File: src/rtl/prio_irq_pkg.sv
package prio_irq_pkg;
  typedef enum logic [0:0] {SEL_ENABLE = 1'b0, SEL_FLAG = 1'b1} reg_sel_e;
  typedef enum logic [0:0] {ST_IDLE = 1'b0, ST_HOLD = 1'b1} acc_state_e;
endpackage

File: src/rtl/irq_rst_sync.sv
module irq_rst_sync (
  input  logic clk,
  input  logic rst_n_in,
  output logic rst_n_out
);
  logic [1:0] sync_q;

  always_ff @(posedge clk or negedge rst_n_in) begin
    if (!rst_n_in) sync_q <= 2'b00;
    else           sync_q <= {sync_q[0], 1'b1};
  end

  assign rst_n_out = sync_q[1];
endmodule

File: src/rtl/irq_flag_bank.sv
module irq_flag_bank import prio_irq_pkg::*; #(
  parameter int M      = 12,
  parameter int DATA_W = 16
) (
  input  logic              clk,
  input  logic              rst_n,
  input  logic [M-1:0]      evt,
  input  logic              reg_we,
  input  logic              reg_addr,
  input  logic [M-1:0]      wdata,
  output logic [M-1:0]      en_q,
  output logic [M-1:0]      flag_q,
  output logic [DATA_W-1:0] rdata
);
  logic         en_ld;
  logic [M-1:0] clr_v;
  logic [M-1:0] flag_d;
  logic [M-1:0] rd_v;

  always_comb begin
    en_ld = reg_we && (reg_addr == SEL_ENABLE);
    clr_v = (reg_we && (reg_addr == SEL_FLAG)) ? wdata : '0;
    // a new event wins over a clear in the same cycle
    flag_d = (flag_q & ~clr_v) | (evt & en_q);
    rd_v   = (reg_addr == SEL_FLAG) ? flag_q : en_q;
  end

  always_ff @(posedge clk or negedge rst_n) begin
    if (!rst_n)     en_q <= '0;
    else if (en_ld) en_q <= wdata;
  end

  always_ff @(posedge clk or negedge rst_n) begin
    if (!rst_n) flag_q <= '0;
    else        flag_q <= flag_d;
  end

  generate
    if (DATA_W > M) begin : g_pad
      assign rdata = {{(DATA_W-M){1'b0}}, rd_v};
    end else begin : g_nopad
      assign rdata = rd_v;
    end
  endgenerate

  generate
    for (genvar g = 0; g < M; g++) begin : g_chk
      // a flag stays set until its bit is written with 1
      p_flag_sticky_r3: assert property (@(posedge clk) disable iff (!rst_n)
        (flag_q[g] && !clr_v[g]) |=> flag_q[g]);
      // a disabled, clear flag cannot become set
      p_flag_gate_r2: assert property (@(posedge clk) disable iff (!rst_n)
        (!flag_q[g] && !en_q[g]) |=> !flag_q[g]);
    end
  endgenerate
endmodule

File: src/rtl/irq_nmi_latch.sv
module irq_nmi_latch (
  input  logic clk,
  input  logic rst_n,
  input  logic nmi_in,
  input  logic take,
  output logic pend_q
);
  logic nmi_q;
  logic rise;
  logic pend_d;

  always_comb begin
    rise   = nmi_in && !nmi_q;
    pend_d = rise || (pend_q && !take);
  end

  always_ff @(posedge clk or negedge rst_n) begin
    if (!rst_n) begin
      nmi_q  <= 1'b0;
      pend_q <= 1'b0;
    end else begin
      nmi_q  <= nmi_in;
      pend_q <= pend_d;
    end
  end

  // the latched request survives until it is taken
  p_nmi_hold_r6: assert property (@(posedge clk) disable iff (!rst_n)
    (pend_q && !take) |=> pend_q);
  // a steady high level never re-arms the latch
  p_nmi_level_r6: assert property (@(posedge clk) disable iff (!rst_n)
    (!pend_q && nmi_q && nmi_in) |=> !pend_q);
endmodule

File: src/rtl/irq_arbiter.sv
module irq_arbiter #(
  parameter int NSRC  = 13,
  parameter int SRC_W = 4
) (
  input  logic [NSRC-1:0]  req,
  output logic             any,
  output logic [SRC_W-1:0] sel
);
  // lowest index wins; index 0 is the non-maskable source
  always_comb begin
    any = 1'b0;
    sel = '0;
    for (int i = NSRC - 1; i >= 0; i--) begin
      if (req[i]) begin
        any = 1'b1;
        sel = SRC_W'(i);
      end
    end
  end
endmodule

File: src/rtl/irq_accept_fsm.sv
module irq_accept_fsm import prio_irq_pkg::*; #(
  parameter int               SRC_W    = 4,
  parameter int               VEC_W    = 16,
  parameter logic [VEC_W-1:0] VEC_BASE = 16'h0100
) (
  input  logic             clk,
  input  logic             rst_n,
  input  logic             any,
  input  logic [SRC_W-1:0] sel,
  input  logic             boundary,
  input  logic             ack,
  input  logic             ccr_load,
  input  logic             ccr_i,
  output logic             accept,
  output logic [VEC_W-1:0] vec_q,
  output logic             imask_q,
  output logic             nmi_take
);
  acc_state_e       state_q, state_d;
  logic             acc_ld;
  logic [VEC_W-1:0] vec_d;

  always_comb begin
    state_d = state_q;
    acc_ld  = 1'b0;
    case (state_q)
      ST_IDLE: if (boundary && any) begin
        state_d = ST_HOLD;
        acc_ld  = 1'b1;
      end
      ST_HOLD: if (ack) state_d = ST_IDLE;
      default: state_d = ST_IDLE;
    endcase
    vec_d    = VEC_BASE + (VEC_W'(sel) << 1);
    nmi_take = acc_ld && (sel == '0);
  end

  always_ff @(posedge clk or negedge rst_n) begin
    if (!rst_n) state_q <= ST_IDLE;
    else        state_q <= state_d;
  end

  always_ff @(posedge clk or negedge rst_n) begin
    if (!rst_n)      vec_q <= '0;
    else if (acc_ld) vec_q <= vec_d;
  end

  always_ff @(posedge clk or negedge rst_n) begin
    if (!rst_n)        imask_q <= 1'b1;
    else if (acc_ld)   imask_q <= 1'b1;
    else if (ccr_load) imask_q <= ccr_i;
  end

  assign accept = (state_q == ST_HOLD);

  // mask is set on the accepting edge
  p_mask_on_accept_r8: assert property (@(posedge clk) disable iff (!rst_n)
    $rose(accept) |-> imask_q);
  // acceptance follows a sampled boundary strobe
  p_needs_boundary_r7: assert property (@(posedge clk) disable iff (!rst_n)
    $rose(accept) |-> $past(boundary));
  // vector and accept hold until acknowledged
  p_vec_hold_r9: assert property (@(posedge clk) disable iff (!rst_n)
    (accept && !ack) |=> (accept && $stable(vec_q)));
  // acknowledge releases accept on the next edge
  p_ack_drop_r9: assert property (@(posedge clk) disable iff (!rst_n)
    (accept && ack) |=> !accept);
endmodule

File: src/rtl/prio_irq_ctrl.sv
module prio_irq_ctrl import prio_irq_pkg::*; #(
  parameter int               N_EXT    = 4,
  parameter int               N_INT    = 8,
  parameter int               DATA_W   = 16,
  parameter int               VEC_W    = 16,
  parameter logic [VEC_W-1:0] VEC_BASE = 16'h0100
) (
  input  logic              clk,
  input  logic              rst_n,
  input  logic              nmi_in,
  input  logic [N_EXT-1:0]  ext_evt,
  input  logic [N_INT-1:0]  int_evt,
  input  logic              reg_we,
  input  logic              reg_addr,
  input  logic [DATA_W-1:0] reg_wdata,
  output logic [DATA_W-1:0] reg_rdata,
  input  logic              insn_boundary,
  input  logic              int_ack,
  input  logic              ccr_load,
  input  logic              ccr_i,
  output logic              int_accept,
  output logic [VEC_W-1:0]  int_vector,
  output logic              i_mask
);
  localparam int M     = N_EXT + N_INT;
  localparam int NSRC  = M + 1;
  localparam int SRC_W = $clog2(NSRC);

  logic             rst_s;
  logic [M-1:0]     evt;
  logic [M-1:0]     en_q;
  logic [M-1:0]     flag_q;
  logic [M-1:0]     live;
  logic [NSRC-1:0]  req_all;
  logic             nmi_pend;
  logic             nmi_take;
  logic             any;
  logic [SRC_W-1:0] sel;

  generate
    if (DATA_W > M) begin : g_hi
      logic unused_wdata_hi;
      assign unused_wdata_hi = ^reg_wdata[DATA_W-1:M];
    end
  endgenerate

  irq_rst_sync u_rst (
    .clk       (clk),
    .rst_n_in  (rst_n),
    .rst_n_out (rst_s)
  );

  assign evt = {int_evt, ext_evt};

  irq_flag_bank #(.M(M), .DATA_W(DATA_W)) u_bank (
    .clk      (clk),
    .rst_n    (rst_s),
    .evt      (evt),
    .reg_we   (reg_we),
    .reg_addr (reg_addr),
    .wdata    (reg_wdata[M-1:0]),
    .en_q     (en_q),
    .flag_q   (flag_q),
    .rdata    (reg_rdata)
  );

  irq_nmi_latch u_nmi (
    .clk    (clk),
    .rst_n  (rst_s),
    .nmi_in (nmi_in),
    .take   (nmi_take),
    .pend_q (nmi_pend)
  );

  // maskable sources reach arbitration only if enabled and unmasked
  assign live    = flag_q & en_q & {M{~i_mask}};
  assign req_all = {live, nmi_pend};

  irq_arbiter #(.NSRC(NSRC), .SRC_W(SRC_W)) u_arb (
    .req (req_all),
    .any (any),
    .sel (sel)
  );

  irq_accept_fsm #(.SRC_W(SRC_W), .VEC_W(VEC_W), .VEC_BASE(VEC_BASE)) u_fsm (
    .clk      (clk),
    .rst_n    (rst_s),
    .any      (any),
    .sel      (sel),
    .boundary (insn_boundary),
    .ack      (int_ack),
    .ccr_load (ccr_load),
    .ccr_i    (ccr_i),
    .accept   (int_accept),
    .vec_q    (int_vector),
    .imask_q  (i_mask),
    .nmi_take (nmi_take)
  );

  // no request of lower index is pending beside the selected one
  p_prio_r4: assert property (@(posedge clk) disable iff (!rst_s)
    any |-> (req_all[sel] && ((req_all & ((NSRC'(1) << sel) - NSRC'(1))) == '0)));
  // a maskable acceptance needs a clear mask
  p_mask_gate_r5: assert property (@(posedge clk) disable iff (!rst_s)
    ($rose(int_accept) && (int_vector != VEC_BASE)) |-> !$past(i_mask));
  // a latched non-maskable request is taken at the next idle boundary
  p_nmi_accept_r6: assert property (@(posedge clk) disable iff (!rst_s)
    (nmi_pend && insn_boundary && !int_accept) |=> (int_accept && (int_vector == VEC_BASE)));
endmodule

File: config.mk
export PLATFORM = sky130hd
export DESIGN_NAME = prio_irq_ctrl
export DESIGN_NICKNAME = d
export VERILOG_FILES = /design/src/rtl/prio_irq_pkg.sv /design/src/rtl/irq_rst_sync.sv /design/src/rtl/irq_flag_bank.sv /design/src/rtl/irq_nmi_latch.sv /design/src/rtl/irq_arbiter.sv /design/src/rtl/irq_accept_fsm.sv /design/src/rtl/prio_irq_ctrl.sv
export SDC_FILE = /design/constraint.sdc
export NUM_CORES = 1
export LEC_CHECK = 0
export ABC_AREA = 1
export ABC_CLOCK_PERIOD_IN_PS = 2650
export CORE_ASPECT_RATIO = 1.25
export CORE_MARGIN = 2
export CORE_UTILIZATION = 40
export CTS_CLUSTER_DIAMETER = 100
export CTS_CLUSTER_SIZE = 10
export DETAILED_ROUTE_END_ITERATION = 8
export DONT_BUFFER_PORTS = 1
export GPL_TIMING_DRIVEN = 1
export PLACE_DENSITY = 0.57
export SKIP_LAST_GASP = 1
export SYNTH_ARGS = -nofsm -noshare
export SYNTH_HDL_FRONTEND = slang
export SYNTH_SLANG_ARGS = --single-unit
File: constraint.sdc
create_clock -name clk -period 2.65 [get_ports clk]
set_clock_uncertainty 0.1 [all_clocks]
set_input_delay 0.3975 -clock clk [delete_from_list [all_inputs] [get_ports clk]]
set_output_delay 0.3975 -clock clk [all_outputs]
set_load 0.03 [all_outputs]
Word-level counts from Yosys, hierarchy flattened

Cells that the tools add are included.

Register bits: 46
Output and inout port bits: 34
Logic and storage cells: 63

Add/sub/neg operators: 1
Muxes and demuxes: 34
Bitwise operators: 9
Reduce and logical (&&, ||, !) cells: 11

Operators with widths:

| kind                                         | number |
|---|---|
| two-way mux 4 bit                            | 13 |
| AND 12 bit                                   | 4 |
| two-way mux 12 bit                           | 2 |
| two-way mux 1 bit                            | 18 |
| NOT 12 bit                                   | 1 |
| OR 12 bit                                    | 1 |
| adder 9 x 5 -> 10 bit (first input constant) | 1 |
| logical AND 1 bit                            | 6 |
| zero test 4 bit                              | 1 |
| NOT 1 bit                                    | 3 |
| zero test 1 bit                              | 2 |
| one-hot mux 1 bit (2 select lines)           | 1 |
| nonzero test 2 bit                           | 1 |
| logical OR 1 bit                             | 1 |

Longest topological paths before layout

Word-level depth: 22
Gate-level depth with buffers: 14

Hierarchy

A second synthesis with hierarchy kept.

Cell total of the unflattened synthesis: 276
Area total of the unflattened synthesis: 2068.2 µm²

Modules (own cells, without submodules):

| module         | times used | cells an instance | area an instance (µm²) | seq. area each (µm²) |
|---|---|---|---|---|
| irq_flag_bank  | 1          | 160               | 1270.0                 | 600.6 |
| irq_accept_fsm | 1          | 47                | 394.1                  | 176.4 |
| irq_arbiter    | 1          | 34                | 180.2                  | 0.0 |
| prio_irq_ctrl  | 1          | 25                | 101.3                  | 0.0 |
| irq_nmi_latch  | 1          | 7                 | 68.8                   | 50.0 |
| irq_rst_sync   | 1          | 3                 | 53.8                   | 50.0 |

Least setup slack after synthesis

No wires, ideal clock.

Path kind: flip-flop to flip-flop
From: register u_fsm.imask_q
To: register u_fsm.vec_q[1]
Library setup time: 0.117 ns
Arrival: 1.477 ns
Required time: 2.433 ns
Setup slack: 0.957 ns
Cell stages (with the launch flop): 12
Path buffers: 0
Clock period less this slack: 1.693 ns
Cell sequence: dfstp_2 > inv_4 > nand3_2 > nand2_2 > nor2_4 > nand2_4 > nor2_4 > nor2_4 > inv_2 > nor2_1 > nand2_1 > nand2_1

Cells in the longest elaborated chain, start to end: 18

RTL lines:

| element                                                                    | line                 | text |
|---|---|---|
| from (decl)                                                                | irq_accept_fsm.sv:16 | `output logic imask_q,` |
| from (signal assigned)                                                     | irq_accept_fsm.sv:51 | `else if (ccr_load) imask_q <= ccr_i;` |
| NOT 1 bit *                                                                | prio_irq_ctrl.sv:76  | `assign live = flag_q & en_q & {M{~i_mask}};` |
| AND 12 bit *                                                               | prio_irq_ctrl.sv:76  |  |
| parallel branches: the longest is 16 deep, another holds two-way mux 4 bit | n/a                  |  |
| to (signal assigned)                                                       | irq_accept_fsm.sv:45 | `else if (acc_ld) vec_q <= vec_d;` |
| to (decl)                                                                  | irq_accept_fsm.sv:15 | `output logic [VEC_W-1:0] vec_q,` |

Mark *: on every way between the ends.
A chain may end at the register's enable or synchronous reset.

Worst setup path after layout

Same ends and word-level chain as after synthesis.

==> flow_metrics.env <==
export IMPL_clk_path_buf_depth=2
export IMPL_crit_path_end_kind="flop"
export IMPL_ctsRootBufferMaster="clkbuf_8"
export IMPL_track_usage_pct=16.0
export IMPL_status="finished clean"
export IMPL_cts_inserted_buffers=5
export IMPL_placed_area_um2=1860
export IMPL_syn_inst=234
export IMPL_synth_cell_types=25
export IMPL_wl_per_cell_um=12.5
export IMPL_hp_class="in -> reg"
export IMPL_overflow=0
export IMPL_nets=275
export IMPL_start_kind="flop"
export IMPL_worstPathRequired_ns=2.73
export IMPL_slew_violations=0
export IMPL_final_area_um2=1950
export IMPL_setup_viol=0
export IMPL_worstMarginPinSlew_ns=0.691
export IMPL_power_density_nw_per_um2=873
export IMPL_ys_seq_area_share_pct=47.5
export IMPL_intPower_mw=0.986
export IMPL_syn2layout_area_growth_pct=5.55
export IMPL_antennaDiodeCount=0
export IMPL_wirelength_um=3710
export IMPL_die_h_um=80.0
export IMPL_h_tree_depth=2
export IMPL_drt_iter0_markers=18
export IMPL_start_util_pct=41.8
export IMPL_routed_via_density=4.66
export IMPL_placed_cells=288
export IMPL_yosys_top_cells_area="dfrtp_1, nand2_1, o21ai_0"
export IMPL_place_hpwl_um=2720
export IMPL_cts_reportedPaths_clkPinSlew_ns=0.07
export IMPL_fin_ws_ns=0.802
export IMPL_final_cell_mix="nand2_1, dfrtp_1, o21ai_0"
export IMPL_final_period_utilization_pct=69.8
export IMPL_slowest_delay_ns=0.69
export IMPL_routed_via_count=1385
export IMPL_fin_crit_ns=1.85
export IMPL_p_comb_share_pct=29.5
export IMPL_rsz0062_at_grt="false"
export IMPL_gp_congestion=0.726
export IMPL_netlist_top_cell_by_area="dfrtp_1"
export IMPL_core_um2=4430
export IMPL_synth_top_cell_area_share_pct=46.0
export IMPL_cp_common_cell="nor2_4"
export IMPL_final_seq_area_um2=877
export IMPL_pre_cts_ws_ns=0.801
export IMPL_drive_above_1_share_pct=13.0
export IMPL_grt_max_degree=34
export IMPL_leakagePower_nw=1.00
export IMPL_arrival_ns=1.93
export IMPL_pin_count=71
export IMPL_multi_input_area_um2=822
export IMPL_cts_tree="built"
export IMPL_critPathMaxFanout=10
export IMPL_p_sw_mw=0.717
export IMPL_ant_nets=0
export IMPL_final_common_cell="nand2_1"
export IMPL_drtPass1Iterations=4
export IMPL_switching_share_pct=42.1
export IMPL_hold_viol_final=0
export IMPL_drc=0
export IMPL_dieArea_um2=5180
export IMPL_final_cells=297
export IMPL_die_w_um=64.8
export IMPL_maxCapViolCount=0
export IMPL_relSlewSlack_pct=53.8
export IMPL_crit_type="reg -> reg"
export IMPL_irDropWorstVdd_mv=0.249
export IMPL_p_clk_share_pct=21.4
export IMPL_clock_latency_ns=0.28
export IMPL_finalPower_mw=1.70
export IMPL_timing_fmax_mhz=541
export IMPL_first_global_vias=1339
export IMPL_yosys_register_bits=35
export IMPL_cts_sinks=35
export IMPL_cp_slowest_cell="dfstp_2"
export IMPL_antenna_found_initial=0
export IMPL_syn_area_um2=1850
export IMPL_path_cells="inv_4 -> nand3_2 -> nand2_2 -> nor2_4 -> nand2_4 -> nor2_4 -> nor2_4 -> inv_2 -> nor2_1 -> nand2_1 -> nand2_1"
export IMPL_grt_pass1_wl_um=6130
export IMPL_num_rows=27
export IMPL_yosysWarnings=0
export IMPL_tns_ns=0
export IMPL_fillers=477
export IMPL_syn_avg_cell_area_um2=7.90
export IMPL_cts_resized=0
export IMPL_power_frac_seq_pct=49.1
export IMPL_portBuffers=0
==> per-layer routing <==
metal	vias up	part of all wire (%)	track usage, %
met2	39	49	26.9
met4	0	2.1	7.02
met3	6	6.6	6.21
li1	707	-	-
met5	-	0	0
met1	633	42	17.7
==> cell usage after synthesis, drive strengths merged <==
library cell and count:
clkbuf 5, or2 1, nand3b 1, nand2 101, a21oi 4, dfrtp 34, and2 1, o21ai 27
nand3 9, o31ai 2, a31oi 1, o21a 1, nor2 11, inv 18, conb 2, dfstp 1
buf 15
==> metrics by stage <==
| step | hold slack, ns | utilization, % |
|---|---|---|
| 5_1_grt | 0.0196 | 44.1 |
| 4_1_cts | 0.0286 | 44.1 |
| 3_3_place_gp | 0.00196 | 42.0 |
| 3_5_place_dp | 0.00196 | 42.0 |
| 2_1_floorplan | 0.00191 | - |
| 6_report | 0.0385 | 44.1 |
==> path summary, 6_finish.rpt <==
kind | startpoint | to | slack [ns] | depth (start not counted)
worst max-delay path | u_fsm.imask_q | u_fsm.vec_q[1] | 0.80 | 11
worst min-delay path | nmi_in | u_nmi.nmi_q | 0.04 | 0
worst max register to register | u_fsm.imask_q | u_fsm.vec_q[1] | 0.80 | 11
worst min register to register | u_rst.sync_q[1] | u_bank.en_q[1] | 0.17 | 1
max in group asynchronous | u_rst.sync_q[1] | u_fsm.imask_q | 1.94 | 1
min in group asynchronous | u_rst.sync_q[1] | u_bank.en_q[1] | 0.17 | 1
==> layout make-up <==
cell class                      instances  area share, %
Sequential cell                        35           45.0
Clock buffer                            5           3.53
Multi-Input combinational cell        175           42.1
Inverter                               18           3.59
Tap cell                               58           3.72
Clock inverter                          3          0.770
Timing Repair Buffer                    3           1.28
==> logic make-up (layout without fill, tap and decap cells) <==
family | after synthesis | after routing | synth area share [%]
AND/OR/NAND/NOR | 124 | 124 | 31.0
AO/OA/AOI/OAI | 35 | 35 | 10.2
other | 2 | 16 | 0.406
flip-flops | 35 | 35 | 47.5
buffers and inverters | 38 | 29 | 10.9
==> sequential cells by signal (all words and copies together), names as in the netlist <==
name,count
u_rst.sync_q,2
u_fsm.imask_q,1
u_nmi.pend_q,1
u_bank.en_q,12
u_fsm.accept,1
u_fsm.vec_q,5
u_nmi.nmi_q,1
u_bank.flag_q,12
==> critical path: cells and delay by family (launching register included) <==
kind,cells,cell delay (ns)
AND/OR/NAND/NOR,9,0.71
flip-flops,1,0.69
buffers and inverters,2,0.22
==> power by group through the flow <==
stage | combinational [mW] | clock, mW | sequential, mW
global route | 0.571 | 0.407 | 0.855
floorplan | 0.454 | 0 | 0.829
CTS | 0.509 | 0.382 | 0.837
detailed placement | 0.506 | 0 | 0.847
finish | 0.503 | 0.365 | 0.835
global placement | 0.502 | 0 | 0.846
==> timing repair <==
item                                   in CTS  in global routing
setup endpoints to repair                   0                  0
hold buffers                                1                  0
buffers inserted                            0                  0
endpoints found under the hold margin       2                  0
No activity file was read; power rests on OpenSTA's default activity.
